--- src/rtl/hybrid_sig_encoder.sv ---
module hybrid_sig_encoder #(
  parameter int W = 64
) (
  input  logic          clk,
  input  logic          rst_n,
  input  logic          in_valid,
  output logic          in_ready,
  input  logic [W-1:0]  in_data,
  output logic          out_valid,
  input  logic          out_ready,
  output logic [W+8:0]  out_line,
  output logic [W-1:0]  out_wmask
);
  localparam int NB = W / 8;
  localparam int CW = $clog2(W);
  localparam int SW = CW + 1;

  logic [CW-1:0] cnt;
  logic [3:0]    nzero;
  logic [NB-1:0] zflag;
  logic          pick_run;
  logic [W+8:0]  enc_line;
  logic [W-1:0]  enc_mask;

  always_comb begin
    cnt = CW'(W - 1);
    for (int i = 0; i < W - 1; i++)
      if (in_data[i] ^ in_data[W-1]) cnt = CW'(W - 2 - i);
  end

  always_comb begin
    nzero = '0;
    for (int k = 0; k < NB; k++) begin
      zflag[k] = (in_data[8*k +: 8] == 8'h00);
      nzero = nzero + 4'(zflag[k]);
    end
  end

  assign pick_run = (cnt >= CW'(6)) &&
                    (({1'b0, cnt} - SW'(6)) > SW'({nzero, 3'b000}));

  always_comb begin
    enc_line = '0;
    enc_mask = '0;
    if (pick_run) begin
      enc_line[W+8] = 1'b1;
      for (int i = 0; i < W; i++) begin
        if (i >= W - CW) begin
          enc_mask[i] = 1'b1;
          enc_line[i] = cnt[i-(W-CW)];
        end else if (i < W - int'(cnt)) begin
          enc_mask[i] = 1'b1;
          enc_line[i] = in_data[i];
        end
      end
    end else begin
      enc_line[W-1:0] = in_data;
      enc_line[W+7:W] = zflag;
      for (int k = 0; k < NB; k++)
        enc_mask[8*k +: 8] = {8{~zflag[k]}};
    end
  end

  assign in_ready = !out_valid || out_ready;

  always_ff @(posedge clk) begin
    if (!rst_n) begin
      out_valid <= 1'b0;
      out_line  <= '0;
      out_wmask <= '0;
    end else if (in_ready) begin
      out_valid <= in_valid;
      if (in_valid) begin
        out_line  <= enc_line;
        out_wmask <= enc_mask;
      end
    end
  end

  a_r8_hold: assert property (@(posedge clk) disable iff (!rst_n)
    out_valid && !out_ready |=> out_valid && $stable(out_line) && $stable(out_wmask));
  a_r10_latency: assert property (@(posedge clk) disable iff (!rst_n)
    in_valid && in_ready |=> out_valid);
  a_r7_flags_clear: assert property (@(posedge clk) disable iff (!rst_n)
    out_valid && out_line[W+8] |-> out_line[W+7:W] == '0);
  a_r3_min_count: assert property (@(posedge clk) disable iff (!rst_n)
    out_valid && out_line[W+8] |-> out_line[W-1:W-CW] >= CW'(6));
  a_r5_count_lines: assert property (@(posedge clk) disable iff (!rst_n)
    out_valid && out_line[W+8] |-> &out_wmask[W-1:W-CW]);
  a_r6_undriven_zero: assert property (@(posedge clk) disable iff (!rst_n)
    out_valid |-> (out_line[W-1:0] & ~out_wmask) == '0);
endmodule

--- config.mk ---
export PLATFORM = sky130hd
export DESIGN_NAME = hybrid_sig_encoder
export DESIGN_NICKNAME = d
export VERILOG_FILES = /design/src/rtl/hybrid_sig_encoder.sv
export SDC_FILE = /design/constraint.sdc
export NUM_CORES = 1
export LEC_CHECK = 0
export ABC_AREA = 1
export BUFFER_PORTS_ARGS = -buffer_cell sky130_fd_sc_hd__buf_4
export CORE_ASPECT_RATIO = 2
export CORE_UTILIZATION = 46
export CTS_CLUSTER_SIZE = 40
export DETAILED_ROUTE_END_ITERATION = 16
export PLACE_DENSITY = 0.72
export SLEW_MARGIN = 5
export SYNTH_ARGS = -nofsm -noshare
export SYNTH_HDL_FRONTEND = slang
export SYNTH_SLANG_ARGS = --single-unit
--- constraint.sdc ---
create_clock -name clk -period 19.3 [get_ports clk]
set_clock_uncertainty 0.1 [all_clocks]
set_input_delay 2.895 -clock clk [delete_from_list [all_inputs] [get_ports clk]]
set_output_delay 2.895 -clock clk [all_outputs]
set_load 0.05 [all_outputs]
==> impl_metrics.yaml, run 1 <==
power_and_ir_drop:
  cellLeakagePower_nw: 4.27
  powerDensity_nw_per_um2: 92.2
  ir_worst_vdd_mv: 0.0706
cts:
  post-cts-setup-buffers: 0
  cts_hold_buffers: 0
  numCtsBuffers: 17
  cts_resized: 0
  clockRootBuffer: "clkbuf_16"
  clk_pin_slew_ps: 60
  cts_max_path_buffers: 2
  clk_latency_ps: 420
  cts_tree: "built"
  ctsHtreeMaxLevel: 4
  clock-sinks: 133
timing:
  worst_slew_pin_slew_ps: 1020
  fin_crit_sh_pct: 51.8
  hold_violations: 0
  setup_viol: 0
  rsz0062_at_grt: "false"
  drv_slew: 0
  slew_headroom_pct: 32.1
  setup_tns_ps: 0
  maxClockFrequency_ghz: 0.100
  min_period_ps: 10000
floorplan:
  pin_count: 207
  die_area_um2: 16400
  initial_core_util_pct: 47.5
  rows: 64
  die_width_um: 91.1
  core_um2: 15400
  die_h_um: 180
route:
  drt-total-wl_mm: 25.2
  drtAntennaViolNets: 0
  drt-wirelength-per-cell_um: 17.3
  drc: 0
  num_vias: 7774
  drt_pass1_iterations: 5
  drt_iter0_drc: 523
  viasPerCell: 5.36
setup_path:
  cp_max_fo: 65
  cpMostUsedCell: "nand2_1"
  worstPathArrival_ps: 10170
  cp-end-kind: "register"
  worstPathRequired_ps: 19470
  cp_slowest_cell: "nor2_1"
  cpPeakStageDelay_ps: 790
  criticalPathCategory: "primary input to register"
  start_kind: "primary input"
cells_and_area:
  drive_gt1_share_pct: 20.5
  area_delta_synth_final_pct: 29.0
  layout_commonest_cell: "nand2_1"
  layout.cells.non_filler: 1450
  antenna_cells: 0
  nets: 1326
  layout_common_cells: "340 x nand2_1, 209 x buf_4, 133 x dfxtp_1"
yosys:
  synth_top_area_share_pct: 36.4
  synth_area_leaders: "dfxtp_1 36%, nand2_1 18%, a21oi_1 9.0%"
  synth_seq_cells: 133
  synth_nets: 1156
  synthCells: 1070
  ys_warn_count: 0
  ys_types: 39
  syn_area_per_cell_um2: 6.83
  yosysSeqAreaShare_pct: 36.4
  mappedNetlistArea_um2: 7310
  yosysTopAreaCell: "dfxtp_1"
placed_design:
  place_inst: 1419
  gp_congestion: 0.933
  dp_hpwl_mm: 19.0
  io_buffer_count: 206
global_routing:
  grt_pass1_vias: 7603
  gr-total-overflow: 0
  grt_pass1_wl_mm: 39.4
  grt_use_total_pct: 30.9
  grt_max_degree: 72
  antenna_found_initial: 0
outcome:
  outcome: "finished, final reports clean"
min_path:
  worstHoldPathType: "register to register"
run:
  cap_violations: 0
## per-layer routing
layer,part of all wire (%),GRT usage [%]
met3,3.9,4.51
met1,35,30.6
met5,0,0
met2,54,58.1
met4,6.9,20.6
## worst paths after layout
kind,from,to,slack (ps),cells past startpoint
max,in_data[63],out_wmask[3],9300,73
min,out_line[34],out_line[34],360,2
max reg2reg,out_valid,out_line[65],16520,7
min reg2reg,out_line[34],out_line[34],360,2
## report_power, final
group / internal, mW / leakage, nW / switching (mW)
registers: 0.294 / 1.10 / 0.0124
logic: 0.0719 / 2.89 / 0.170
clock network: 0.196 / 0.281 / 0.125
total: 0.562 / 4.27 / 0.308
## layout make-up
type / instances / area (µm²)
multi-input cells: 817 / 4130
well taps: 198 / 248
clock buffers: 19 / 453
fillers: 1544 / 5950
repair buffers: 209 / 1570
inverters: 62 / 234
flip-flops and latches: 133 / 2660
clock inverters: 12 / 129
## sequential cells by signal (all words and copies together) (netlist names)
| register | count |
|---|---|
| out_wmask | 59 |
| out_line | 73 |
| out_valid | 1 |
## through the flow
stage	instance area, µm²	worst slack (ps)	util (%)	hold slack (ps)	power (mW)
after floorplan	7310	10890	-	590	0.477
after detailed placement	8840	8850	57.5	357	0.552
after global placement	8840	9030	57.5	353	0.551
after global routing	9420	8160	61.3	382	0.902
final	9420	9300	61.3	364	0.869
after CTS	9420	9290	61.3	366	0.870
## critical path, delay by kind of cell
| kind | cells | cell delay [ps] |
|---|---|---|
| AO/OA/AOI/OAI | 3 | 400 |
| buffers and inverters | 1 | 700 |
| adder cells (fa/ha/maj) | 1 | 200 |
| AND/OR/NAND/NOR | 68 | 5960 |
## synth_stat cells (all sizes together)
master,instances
nand2,345
dfxtp,133
a21oi,131
nand3,89
nor2,78
inv,60
xnor2,59
clkbuf,38
o21ai,32
buf,20
ha,14
nand4,13
nor4,11
nand3b,9
a31oi,8
nor3,7
fa,4
xor2,4
and3,3
a21boi,2
and2,2
clkinv,2
o21bai,2
o31ai,2
nor4b,1
or4,1
## kinds of logic after synthesis
group / synth area share [%]
AND/OR/NAND/NOR: 32.7
XOR/XNOR: 7.55
buffers and inverters: 7.14
flip-flops: 36.4
AO/OA/AOI/OAI: 12.6
adder cells (fa/ha/maj): 3.49
(Power assumes the default switching activity.)
==> run 2: changes to the inputs <==
PLACE_DENSITY = 0.75   (was 0.72)
clock period = 8.1 ns   (was 19.3 ns; I/O delays follow)
==> run 2 against run 1 <==
Net effect: critical path depth down 32; first-iteration DRC count down 5.0%; clock power rose to 2.6 times the previous value; cell count up 0.34%; design area up 0.81%; utilization up 0.50 points; count of clock-buffer cells in the layout unchanged; critical path type unchanged; largest power group unchanged.
==> impl_metrics.yaml, run 2 (synthesis gave the netlist of run 1 again) <==
outcome:
  outcome: "finished, final reports clean"
cells_and_area:
  layout_commonest_cell: "nand2_1"
  seq_area_um2: 2660
  top_register: "out_line"
  area_delta_synth_final_pct: 30.0
  post-route-util_pct: 61.8
  drive_gt1_share_pct: 20.8
  largest_reg_flops: 73
  nets: 1331
  fillers: 1512
  antenna_cells: 0
  layout_common_cells: "340 x nand2_1, 214 x buf_4, 133 x dfxtp_1"
  layout.cells.non_filler: 1455
  multi_input_area_um2: 4130
  fin_area_um2: 9500
  reg_top3: "out_line x73, out_wmask x59, out_valid x1"
placed_design:
  dp_hpwl_mm: 19.2
  gp_congestion: 0.927
  placed_area_um2: 8880
  io_buffer_count: 206
  post-place-ws_ps: 501
  place_inst: 1424
min_path:
  worstHoldPathType: "register to register"
  hp-start: "out_wmask[20]"
route:
  num_vias: 7957
  drt-total-wl_mm: 25.8
  viasPerCell: 5.47
  drt-wirelength-per-cell_um: 17.7
  drt_iter0_drc: 497
  drt_pass1_iterations: 5
  drtAntennaViolNets: 0
  drc: 0
timing:
  setup_tns_ps: 0
  worst_slew_pin_slew_ps: 854
  drv_slew: 0
  setup_viol: 0
  rsz0062_at_grt: "false"
  fin_crit_sh_pct: 89.3
  maxClockFrequency_ghz: 0.138
  setup_slack_ps: 867
  slew_headroom_pct: 42.8
  min_period_ps: 7230
  hold_violations: 0
setup_path:
  worstPathRequired_ps: 8280
  criticalPathCategory: "primary input to register"
  cp_max_fo: 36
  worstPathArrival_ps: 7420
  cp-end-kind: "register"
  cpMostUsedCell: "nor2_1"
  reg2reg_from: "out_valid"
  crit_start: "in_data[63]"
  cpPeakStageDelay_ps: 540
  start_kind: "primary input"
  cp_slowest_cell: "buf_4"
floorplan:
  pin_count: 207
  rows: 64
  die_area_um2: 16400
  die_h_um: 180
  core_um2: 15400
  die_width_um: 91.1
  initial_core_util_pct: 47.5
global_routing:
  grt_use_total_pct: 31.4
  gr-total-overflow: 0
  grt_max_degree: 72
  antenna_found_initial: 0
  grt_pass1_vias: 7556
  grt_pass1_wl_mm: 40.0
cts:
  post-cts-setup-buffers: 0
  clk_latency_ps: 420
  cts_resized: 0
  clk_pin_slew_ps: 60
  clockRootBuffer: "clkbuf_16"
  cts_max_path_buffers: 2
  ctsHtreeMaxLevel: 4
  cts_hold_buffers: 0
  clock-sinks: 133
  numCtsBuffers: 17
  cts_tree: "built"
run:
  cap_violations: 0
power_and_ir_drop:
  powerDensity_nw_per_um2: 225
  ir_worst_vdd_mv: 0.157
  cellLeakagePower_nw: 4.31
## run 2: cell types whose count changed in the layout (fill, tap and decap cells not counted)
cell / change
clkbuf_1: +1
buf_4: +5
clkbuf_8: -1
clkinv_2: -1
bufinv_16: +2
clkinvlp_4: -2
clkinv_4: +1
## run 2: cell type report
class | count | area share, %
multi-input combinational | 817 | 43.5
sequential | 133 | 28.0
timing repair buffer | 214 | 16.9
clock buffer | 19 | 4.66
tap | 198 | 2.61
inverter | 62 | 2.46
clock inverter | 12 | 1.87
## run 2: metrics by stage
| step | total power, mW | hold WS, ps |
|---|---|---|
| after floorplan | 1.14 | 590 |
| after global placement | 1.32 | 353 |
| after detailed placement | 1.32 | 355 |
| after CTS | 2.14 | 365 |
| after global routing | 2.21 | 380 |
| final | 2.14 | 362 |
## run 2: worst max-delay path: cells and delay by family
kind                       cells  cell delay (ps)
buffers and inverters          4             1230
xor gates and xnor gates       1              210
and+or+nand+nor               28             3330
AOI/OAI and AO/OA              6              880
adders and majority gates      2              490
## run 2: final timing paths
kind	to	slack [ps]	depth (start not counted)
worst min register to register	out_wmask[20]	360	2
worst min-delay path	out_wmask[20]	360	2
worst max-delay path	out_line[18]	870	41
worst max register to register	out_wmask[41]	5300	6
## run 2: metal layers
layer / vias up / GRT usage (%) / routed length [µm]
met5: - / 0 / 0
met4: 0 / 23.5 / 2060
met3: 121 / 4.47 / 1160
met2: 323 / 57.4 / 13600
met1: 3681 / 31.5 / 8980
li1: 3832 / - / -
## run 2: power breakdown
group          switching, mW  total [mW]  internal [mW]  leakage, nW
clock network          0.305       0.827          0.522        0.303
logic                  0.413       0.586          0.173         2.91
registers             0.0279       0.728          0.700         1.10
total                  0.746        2.14           1.39         4.31
